`config.mk`:
```
export PLATFORM = sky130hd
export DESIGN_NAME = dma_chain_engine
export DESIGN_NICKNAME = d
export VERILOG_FILES = /design/src/rtl/dma_chain_pkg.sv /design/src/rtl/dma_lane_swap.sv /design/src/rtl/dma_desc_decode.sv /design/src/rtl/dma_chain_engine.sv
export SDC_FILE = /design/constraint.sdc
export NUM_CORES = 1
export LEC_CHECK = 0
export BUFFER_PORTS_ARGS = -buffer_cell sky130_fd_sc_hd__buf_2
export CORE_MARGIN = 5
export CORE_UTILIZATION = 30
export CTS_CLUSTER_DIAMETER = 60
export DETAILED_ROUTE_END_ITERATION = 10
export PLACE_DENSITY_LB_ADDON = 0.15
export SETUP_SLACK_MARGIN = 0.02
export SYNTH_ARGS = -nofsm -noshare
export SYNTH_HDL_FRONTEND = slang
export SYNTH_SLANG_ARGS = --single-unit
```
`constraint.sdc`:
```
create_clock -name clk -period 9.5 [get_ports clk]
set_input_delay 2.85 -clock clk [delete_from_list [all_inputs] [get_ports clk]]
set_output_delay 2.85 -clock clk [all_outputs]
set_load 0.01 [all_outputs]
```
`src/rtl/dma_chain_pkg.sv`:
```
package dma_chain_pkg;
  localparam int CNT_W     = 14;
  localparam int WORDS_W   = CNT_W - 1;
  localparam int INFO_EOX  = 31;
  localparam int INFO_EOP  = 30;
  localparam int INFO_XIE  = 29;
  localparam int INFO_SENT = 15;
  localparam int INFO_OWN  = 14;

  localparam int CW_ACT   = 0;
  localparam int CW_LD    = 1;
  localparam int CW_RX    = 2;
  localparam int CW_SWAP  = 3;
  localparam int CW_FLUSH = 4;

  typedef enum logic [3:0] {
    S_IDLE, S_FREQ, S_FWAIT, S_TREQ, S_TWAIT, S_TOUT, S_RIN, S_RWR, S_WB
  } dma_state_e;

  typedef struct packed {
    logic               eox;
    logic               eop;
    logic               xie;
    logic [WORDS_W-1:0] words;
  } desc_info_t;
endpackage

```
`src/rtl/dma_lane_swap.sv`:
```
module dma_lane_swap #(
  parameter int LANES = 4
) (
  input  logic               en,
  input  logic [8*LANES-1:0] din,
  output logic [8*LANES-1:0] dout
);
  logic [8*LANES-1:0] rev;
  for (genvar i = 0; i < LANES; i++) begin : g_lane
    assign rev[8*i +: 8] = din[8*(LANES-1-i) +: 8];
  end
  assign dout = en ? rev : din;
endmodule

```
`src/rtl/dma_desc_decode.sv`:
```
module dma_desc_decode
  import dma_chain_pkg::*;
(
  input  logic [31:0] info_word,
  input  logic        rx_mode,
  output desc_info_t  fields,
  output logic [31:0] wb_word
);
  logic [CNT_W:0] rounded;

  always_comb begin
    rounded       = {1'b0, info_word[CNT_W-1:0]} + (CNT_W+1)'(3);
    fields.eox    = info_word[INFO_EOX];
    fields.eop    = info_word[INFO_EOP];
    fields.xie    = info_word[INFO_XIE];
    fields.words  = rounded[CNT_W:2];
    wb_word       = info_word;
    if (rx_mode) wb_word[INFO_OWN]  = 1'b0;
    else         wb_word[INFO_SENT] = 1'b1;
  end
endmodule

```
`src/rtl/dma_chain_engine.sv`:
```
module dma_chain_engine
  import dma_chain_pkg::*;
#(
  parameter int AW = 32
) (
  input  logic          clk,
  input  logic          rst_n,
  input  logic          reg_wr,
  input  logic          reg_rd,
  input  logic          reg_sel,
  input  logic [31:0]   reg_wdata,
  output logic [31:0]   reg_rdata,
  output logic          irq,
  output logic          mem_req_valid,
  input  logic          mem_req_ready,
  output logic          mem_req_we,
  output logic [AW-1:0] mem_req_addr,
  output logic [31:0]   mem_req_wdata,
  input  logic          mem_rsp_valid,
  input  logic [31:0]   mem_rsp_data,
  output logic          dout_valid,
  input  logic          dout_ready,
  output logic [31:0]   dout_data,
  output logic          dout_last,
  input  logic          din_valid,
  output logic          din_ready,
  input  logic [31:0]   din_data,
  input  logic          din_last
);
  localparam int LANES = 4;

  dma_state_e         state;
  logic [AW-1:0]      ptr, nxt, buf_a;
  logic [31:0]        info, word_q, word_sw, wb_word;
  logic [1:0]         idx;
  logic [WORDS_W-1:0] wcnt, wnext;
  logic               irq_q, info_ok, early;
  logic               cfg_rx, cfg_swap, cfg_flush;
  logic               active, final_word, ctrl_wr, irq_set;
  desc_info_t         dsc;
  logic               unused_wdata;

  assign unused_wdata = ^reg_wdata[31:5];

  dma_desc_decode u_dec (
    .info_word(info), .rx_mode(cfg_rx), .fields(dsc), .wb_word(wb_word)
  );

  dma_lane_swap #(.LANES(LANES)) u_swap (
    .en(cfg_swap), .din(word_q), .dout(word_sw)
  );

  assign active     = (state != S_IDLE);
  assign wnext      = wcnt + 1'b1;
  assign final_word = (wnext == dsc.words);
  assign ctrl_wr    = reg_wr && !reg_sel && !active;
  assign irq_set    = (state == S_WB) && mem_req_ready && dsc.xie;

  always_ff @(posedge clk) begin
    if (!rst_n) begin
      state <= S_IDLE; ptr <= '0; nxt <= '0; buf_a <= '0; info <= '0;
      word_q <= '0; idx <= '0; wcnt <= '0; irq_q <= 1'b0; info_ok <= 1'b0;
      early <= 1'b0; cfg_rx <= 1'b0; cfg_swap <= 1'b0; cfg_flush <= 1'b0;
    end else begin
      irq_q <= irq_set || (irq_q && !(reg_rd && !reg_sel));
      case (state)
        S_IDLE: begin
          if (reg_wr && reg_sel) ptr <= reg_wdata[AW-1:0];
          if (ctrl_wr) begin
            cfg_rx    <= reg_wdata[CW_RX];
            cfg_swap  <= reg_wdata[CW_SWAP];
            cfg_flush <= reg_wdata[CW_FLUSH];
            if (reg_wdata[CW_ACT] && reg_wdata[CW_LD]) begin
              state <= S_FREQ; idx <= '0; info_ok <= 1'b0;
            end
          end
        end
        S_FREQ: if (mem_req_ready) state <= S_FWAIT;
        S_FWAIT: if (mem_rsp_valid) begin
          case (idx)
            2'd0:    buf_a <= mem_rsp_data[AW-1:0];
            2'd1:    begin info <= mem_rsp_data; info_ok <= 1'b1; end
            default: nxt <= mem_rsp_data[AW-1:0];
          endcase
          if (idx == 2'd2) begin
            wcnt  <= '0;
            early <= 1'b0;
            if (dsc.words == '0) state <= S_WB;
            else state <= cfg_rx ? S_RIN : S_TREQ;
          end else begin
            idx   <= idx + 1'b1;
            state <= S_FREQ;
          end
        end
        S_TREQ: if (mem_req_ready) state <= S_TWAIT;
        S_TWAIT: if (mem_rsp_valid) begin
          word_q <= mem_rsp_data;
          state  <= S_TOUT;
        end
        S_TOUT: if (dout_ready) begin
          wcnt  <= wnext;
          state <= final_word ? S_WB : S_TREQ;
        end
        S_RIN: if (din_valid) begin
          word_q <= din_data;
          early  <= cfg_flush && din_last;
          state  <= S_RWR;
        end
        S_RWR: if (mem_req_ready) begin
          wcnt  <= wnext;
          state <= (final_word || early) ? S_WB : S_RIN;
        end
        S_WB: if (mem_req_ready) begin
          if (dsc.eox) state <= S_IDLE;
          else begin
            ptr <= nxt; idx <= '0; info_ok <= 1'b0; state <= S_FREQ;
          end
        end
        default: state <= S_IDLE;
      endcase
    end
  end

  always_comb begin
    mem_req_valid = (state == S_FREQ) || (state == S_TREQ) ||
                    (state == S_RWR)  || (state == S_WB);
    mem_req_we    = (state == S_RWR) || (state == S_WB);
    mem_req_wdata = (state == S_WB) ? wb_word : word_sw;
    case (state)
      S_FREQ:        mem_req_addr = ptr + AW'({idx, 2'b00});
      S_TREQ, S_RWR: mem_req_addr = buf_a + AW'({wcnt, 2'b00});
      default:       mem_req_addr = ptr + AW'(4);
    endcase
    dout_valid = (state == S_TOUT);
    dout_data  = word_sw;
    dout_last  = dsc.eop && final_word;
    din_ready  = (state == S_RIN);
    irq        = irq_q;
    if (reg_sel) reg_rdata = 32'(ptr);
    else reg_rdata = {26'b0, cfg_flush, cfg_swap, cfg_rx,
                      active && info_ok && dsc.eox, active, irq_q};
  end

  assert_req_hold_R1: assert property (@(posedge clk) disable iff (!rst_n)
    mem_req_valid && !mem_req_ready |=> mem_req_valid && $stable(mem_req_addr) && $stable(mem_req_we));

  assert_start_ld_R2: assert property (@(posedge clk) disable iff (!rst_n)
    $rose(active) |-> $past(reg_wr && !reg_sel && reg_wdata[CW_ACT] && reg_wdata[CW_LD]));

  assert_out_hold_R3: assert property (@(posedge clk) disable iff (!rst_n)
    dout_valid && !dout_ready |=> dout_valid && $stable(dout_data) && $stable(dout_last));

  assert_one_port_R4: assert property (@(posedge clk) disable iff (!rst_n)
    $onehot0({mem_req_valid, dout_valid, din_ready}));

  assert_stop_on_last_R8: assert property (@(posedge clk) disable iff (!rst_n)
    $fell(active) |-> $past(info[INFO_EOX]));

  assert_irq_source_R10: assert property (@(posedge clk) disable iff (!rst_n)
    $rose(irq) |-> $past(info[INFO_XIE]));
endmodule

```
== Yosys cells after proc, flatten, opt, wreduce, memory -nomap -nowiden ==
Cells that the tools add are included.

* Register bits after elaboration: 185
* Latch bits: 0
* Bits in writable memories: 0
* Memory bits (read-only): 0
* Output and inout bits: 134
* Memories: 0

* Add/sub/neg operators: 6
* Multipliers: 0
* Div/mod/pow operators: 0
* Order comparisons: 0
* Eq/ne operators: 26
* Shift-type cells: 0
* Muxes and demuxes: 53
* Bitwise operators: 1
* Reduce and logical (&&, ||, !) cells: 43

{| class="wikitable"
|+ Operators by type and width
! kind !! count
|-
| 32-bit two-way mux || 8
|-
| 32-bit one-hot mux with 2 select lines || 3
|-
| 4-bit two-way mux || 14
|-
| 13-bit two-way mux || 4
|-
| 13-bit one-hot mux with 3 select lines || 1
|-
| 4-bit one-hot mux with 9 select lines || 1
|-
| 32-bit by 15-bit adder with 32-bit output || 1
|-
| 32-bit by 3-bit adder with 32-bit output, second input constant || 1
|-
| 32-bit by 4-bit adder with 32-bit output || 1
|-
| 2-bit inequality test, second input constant || 13
|-
| 4-bit by 3-bit == test with 1-bit output, second input constant || 4
|-
| 14-bit by 2-bit adder with 15-bit output, second input constant || 1
|-
| 7-bit AND reduction || 2
|-
| 13-bit by 1-bit adder with 13-bit output, second input constant || 1
|-
| 13-bit == test || 1
|-
| 13-bit logical NOT || 1
|-
| 1-bit logical AND || 12
|-
| 1-bit two-way mux || 12
|-
| 2-bit two-way mux || 6
|-
| 3-bit AND reduction || 4
|-
| 10-bit AND reduction || 1
|-
| 4-bit by 2-bit == test with 1-bit output, second input constant || 2
|-
| 4-bit AND reduction || 2
|-
| 1-bit logical OR || 6
|-
| 20 further kinds || 27
|}

== Longest topological paths before layout ==
* Word-level depth: 6
* Gate-level depth with buffers: 14
* Mapped depth without buffers: 12

== Cells and area by module ==
From an unflattened synthesis, not the netlist that was laid out.

* Cell total of the unflattened synthesis: 1,466
* Area total of the unflattened synthesis: 11,693.7 um2

{| class="wikitable"
|+ Modules (own cells, without submodules)
! module !! times used !! cells each !! area an instance (um2) !! seq. area each (um2)
|-
| dma_chain_engine || 1 || 1,363 || 10,623.9 || 3,703.6
|-
| dma_lane_swap || 1 || 36 || 544.3 || 0.0
|-
| dma_desc_decode || 1 || 67 || 525.5 || 0.0
|}

== Worst setup path after synthesis ==
No wires, ideal clock.

* Path kind: input port to output port
* Start point: input port reg_sel
* End point: output port reg_rdata[1]
* Data arrival time: 3,657 ps
* Slack: 2,993 ps
* Stages on the path: 3
* Path buffers: 2
* Cell sequence: clkbuf_1 -> clkbuf_1 -> mux2i_1

* Cells in the longest elaborated chain, start to end: 1

{| class="wikitable"
|+ Ends and longest elaborated chain
! element !! line !! text
|-
| start: declaration || dma_chain_engine.sv:10 || <nowiki>input logic reg_sel,</nowiki>
|-
| 32-bit two-way mux || dma_chain_engine.sv:139 || <nowiki>if (reg_sel) reg_rdata = 32'(ptr);</nowiki>
|-
| end: declaration || dma_chain_engine.sv:12 || <nowiki>output logic [31:0] reg_rdata,</nowiki>
|}

No other way between the ends.

== Worst setup path after layout ==
* Start point: register state[0]
* End point: output port mem_req_addr[30]

* Cells in the longest elaborated chain, start to end: 3
* Elaborated cells on any way between the ends: 5
* Classes of those cells: 3 x eq/ne; 1 x mux; 1 x reduce/logical

{| class="wikitable"
|+ Ends and longest elaborated chain
! element !! line !! text
|-
| start: declaration || dma_chain_engine.sv:32 || <nowiki>dma_state_e state;</nowiki>
|-
| start signal: assignment || dma_chain_engine.sv:89 || <nowiki>else state <= cfg_rx ? S_RIN : S_TREQ;</nowiki>
|-
| start signal: assignment || dma_chain_engine.sv:102 || <nowiki>state <= final_word ? S_WB : S_TREQ;</nowiki>
|-
| start signal: assignment || dma_chain_engine.sv:111 || <nowiki>state <= (final_word || early) ? S_WB : S_RIN;</nowiki>
|-
| 4-bit by 2-bit == test with 1-bit output / 4-bit by 3-bit == test with 1-bit output (equally long branches) || dma_chain_engine.sv:129 || <nowiki>case (state)</nowiki>
|-
| 2-bit OR reduction || dma_chain_engine.sv:129 ||
|-
| 32-bit one-hot mux with 2 select lines (*) || dma_chain_engine.sv:129 ||
|-
| end: declaration || dma_chain_engine.sv:17 || <nowiki>output logic [AW-1:0] mem_req_addr,</nowiki>
|}

Mark *: on every way between the ends. The rest lies on a longest branch, timed or not.

==> reports/results.ini <==
[sta]
fin_setup_tns_ps = 0
timing.final.crit_share_pct = 75.9
fin_ws_ps = 2290
finalHoldViolCount = 0
rsz0062_at_grt = no
final_period_minus_worst_setup_slack_ps = 7210
tightestPinTransition_ps = 1020
skew_ps = 8.46
slew_violations = 0
timing.final.setup_violations = 0
relSlewSlack_pct = 31.7
fmax_mhz = 139
hold_ws_ps = 465

[logic_synthesis]
syn_avg_cell_area_sq_um = 8.21
async_flop_share_pct = 0
ys_ff_latch = 185
seq_area_frac_synth_pct = 32.1
synth_edf_count = 0
synthesis.yosys.warnings = 0
total_nets_after_synthesis = 1530
postSynthCellCount = 1403
post_synth_num_cell_types = 77
ys_dominant_reg_cell = dfxtp_1
synth_area_sq_mm = 0.0115

[worst_setup_path]
required_ps = 6650
worst-path-max-fanout = 19
crit_path_start_kind = flip-flop
cp_endpoint_kind = output pin
classification_of_the_worst_setup_path = reg -> out
arrival_ps = 4360

[cells_and_area]
postLayoutCoreUtil_pct = 36.2
drive_above_1_share_pct = 23.5
fin_nets = 1709
areaGrowthSynthToFinish_pct = 18.6

[floorplanning]
fp.coreArea_sq_mm = 0.0378
core.rowCount = 71
ios = 240
dieHeight_um = 206
die_w_um = 206
initial_utilization_pct = 30.5
design.die.area_sq_mm = 0.0424

[cts]
clk_transition_reported_paths_ps = 70
root_cell_of_the_clock_tree = clkbuf_16
hold_buffers = 0
htreeDepth = 4
tritoncts = yes
postCtsSetupRepairBufs = 0
cts_buffer_depth = 2
clkSinkCount = 185
cts_resized = 0
number_of_buffers_inserted_during_clock_tree_synthesis = 17
worstSkewPairLatency_ps = 440

[pwr]
p_switching_mw = 0.554
leakage_power_total_nw = 6.27
comb_power_share_pct = 15.5
intPower_mw = 1.28
sequentialPowerShare_pct = 46.5
vdd.ir_drop.worst_uv = 129
total_power_mw = 1.83
power.share.clock_pct = 38.0
power-per-cell-area_mw_per_mm2 = 134
switching_share_pct = 30.3

[route]
remaining_drc_errors = 0
route.detailed.vias_per_inst = 5.17
avgRoutedWirePerCell_um = 20.9
dr.first_iter.drc_count = 750
drt_first_pass_iters = 5
wl_um = 44100
routed-via-count = 10900
antenna_violation_net_count_after_detailed_routing = 0

[global_route]
grt_antenna_before_repair = 7
grt_overflow = 0
grt_pass1_wl_um = 66100
first_global_vias = 10300
track_usage_pct = 20.4
maximum_number_of_pins_on_one_net_before_global_route_repair = 102

[job]
max-cap-violations = 0

[run_status]
status = completed

[place]
place.gp.congestion = 0.867
port_buffers = 239
place_ws_ps = 2710
dpl.hpwl_um = 33000

[hold_path]
hold_class = reg -> reg

## cell type report
cell class	instances	area, sq um
fillers	3989	24100
flip-flops and latches	185	3700
clock buffers	24	482
well taps	511	639
repair buffers	253	1300
diodes	1	2.50
multi-input cells	1102	7380
clock inverters	8	63.8
inverters	23	86.3
## Yosys cell counts (3+ instances only)
cell type | number | share of area, %
nand2_1 | 332 | 11
o21ai_0 | 45 | 2.0
xor2_1 | 28 | 2.1
a211oi_1 | 6 | 0.39
clkbuf_1 | 69 | 2.2
o22ai_1 | 4 | 0.22
a21o_1 | 6 | 0.39
a31oi_1 | 11 | 0.60
xnor2_1 | 44 | 3.3
or3_1 | 7 | 0.38
and4_1 | 8 | 0.61
and3_1 | 10 | 0.54
nand2b_1 | 5 | 0.27
and2_1 | 35 | 1.9
a31o_2 | 3 | 0.23
nand4_1 | 17 | 0.92
mux2_2 | 67 | 6.5
mux2i_1 | 70 | 6.1
nor4_1 | 5 | 0.27
nor2_1 | 49 | 1.6
buf_1 | 6 | 0.20
a21oi_1 | 25 | 1.1
or4b_1 | 4 | 0.35
nor2b_1 | 13 | 0.71
a311oi_1 | 3 | 0.23
o31ai_1 | 7 | 0.46
dfxtp_1 | 185 | 32
buf_2 | 17 | 0.74
o211a_1 | 65 | 5.6
inv_1 | 23 | 0.75
nor3_1 | 22 | 0.96
nand3_1 | 31 | 1.3
nand3b_1 | 6 | 0.39
a21boi_0 | 103 | 6.7
ha_1 | 19 | 2.1
o21a_1 | 5 | 0.33
## kinds of logic after synthesis
logic type	after synthesis	share of synthesized area, %
AND/OR/NAND/NOR	568	23.3
XOR/XNOR	72	5.47
AO/OA/AOI/OAI	304	20.0
adder cells (fa/ha/maj)	21	2.41
multiplexers	137	12.6
buffers and inverters	116	4.03
flip-flops	185	32.1
## path summary, 6_finish.rpt
kind                               start          endpoint  slack, ps  cells after the start
worst max-delay path            state[0]  mem_req_addr[30]       2290                     12
worst min-delay path            info[15]          info[15]        460                      2
worst max register to register  state[3]           ptr[28]       5860                      8
worst min register to register  info[15]          info[15]        460                      2
## per-layer routing
metal / vias up / global-route usage [%] / part of all wire (%)
met5: - / 0 / 0.077
met4: 6 / 2.97 / 0.78
li1: 5290 / - / -
met1: 5195 / 30.7 / 50
met2: 369 / 30.7 / 42
met3: 28 / 4.30 / 6.9
## sequential cells by signal (all words and copies together), names as in the netlist
| register | flops |
|---|---|
| word_q | 32 |
| buf_a | 32 |
| state | 4 |
| ptr | 32 |
| info_ok | 1 |
| irq | 1 |
| nxt | 32 |
| info | 32 |
| cfg_swap | 1 |
| cfg_flush | 1 |
| wcnt | 13 |
| early | 1 |
| idx | 2 |
| cfg_rx | 1 |
## power groups by stage
stage	logic [mW]	clock network (mW)	registers, mW
after global placement	0.284	0	0.868
after detailed placement	0.286	0	0.868
after floorplan	0.174	0	0.836
final	0.284	0.696	0.851
after CTS	0.287	0.714	0.850
after global routing	0.312	0.742	0.854
## cell usage in the layout (no fill, tap or decap), types with 8 or more instances in the layout
master,count
o21ai_0,45
a31oi_1,11
buf_4,15
nor2_1,48
xor2_1,28
dfxtp_1,184
o211a_1,65
ha_1,19
nor2b_1,13
clkbuf_16,17
and4_1,8
nand3_1,31
mux2_2,67
mux2i_1,70
a21boi_0,103
inv_1,23
xnor2_1,44
buf_2,238
and2_1,35
nand2_1,332
a21oi_1,25
and3_1,10
nand4_1,17
nor3_1,20
## critical path, cell delays in order (launching register included)
cell      delay (ps)
dfxtp_1          770
inv_1            180
nor2_1           220
nand3_1          170
fa_1             490
nand3b_1         340
nor4b_2          700
nand2_1          210
nor2_1           190
xnor2_1          140
o22ai_1           90
a211oi_1         230
buf_2            180
## stage by stage
stage	instance area, sq um	std cells
2_1_floorplan	11500	1403
3_3_place_gp	13100	2074
3_5_place_dp	13100	2074
4_1_cts	13700	2106
5_1_grt	13700	2106
6_report	13700	2107
(Power assumes the default switching activity.)
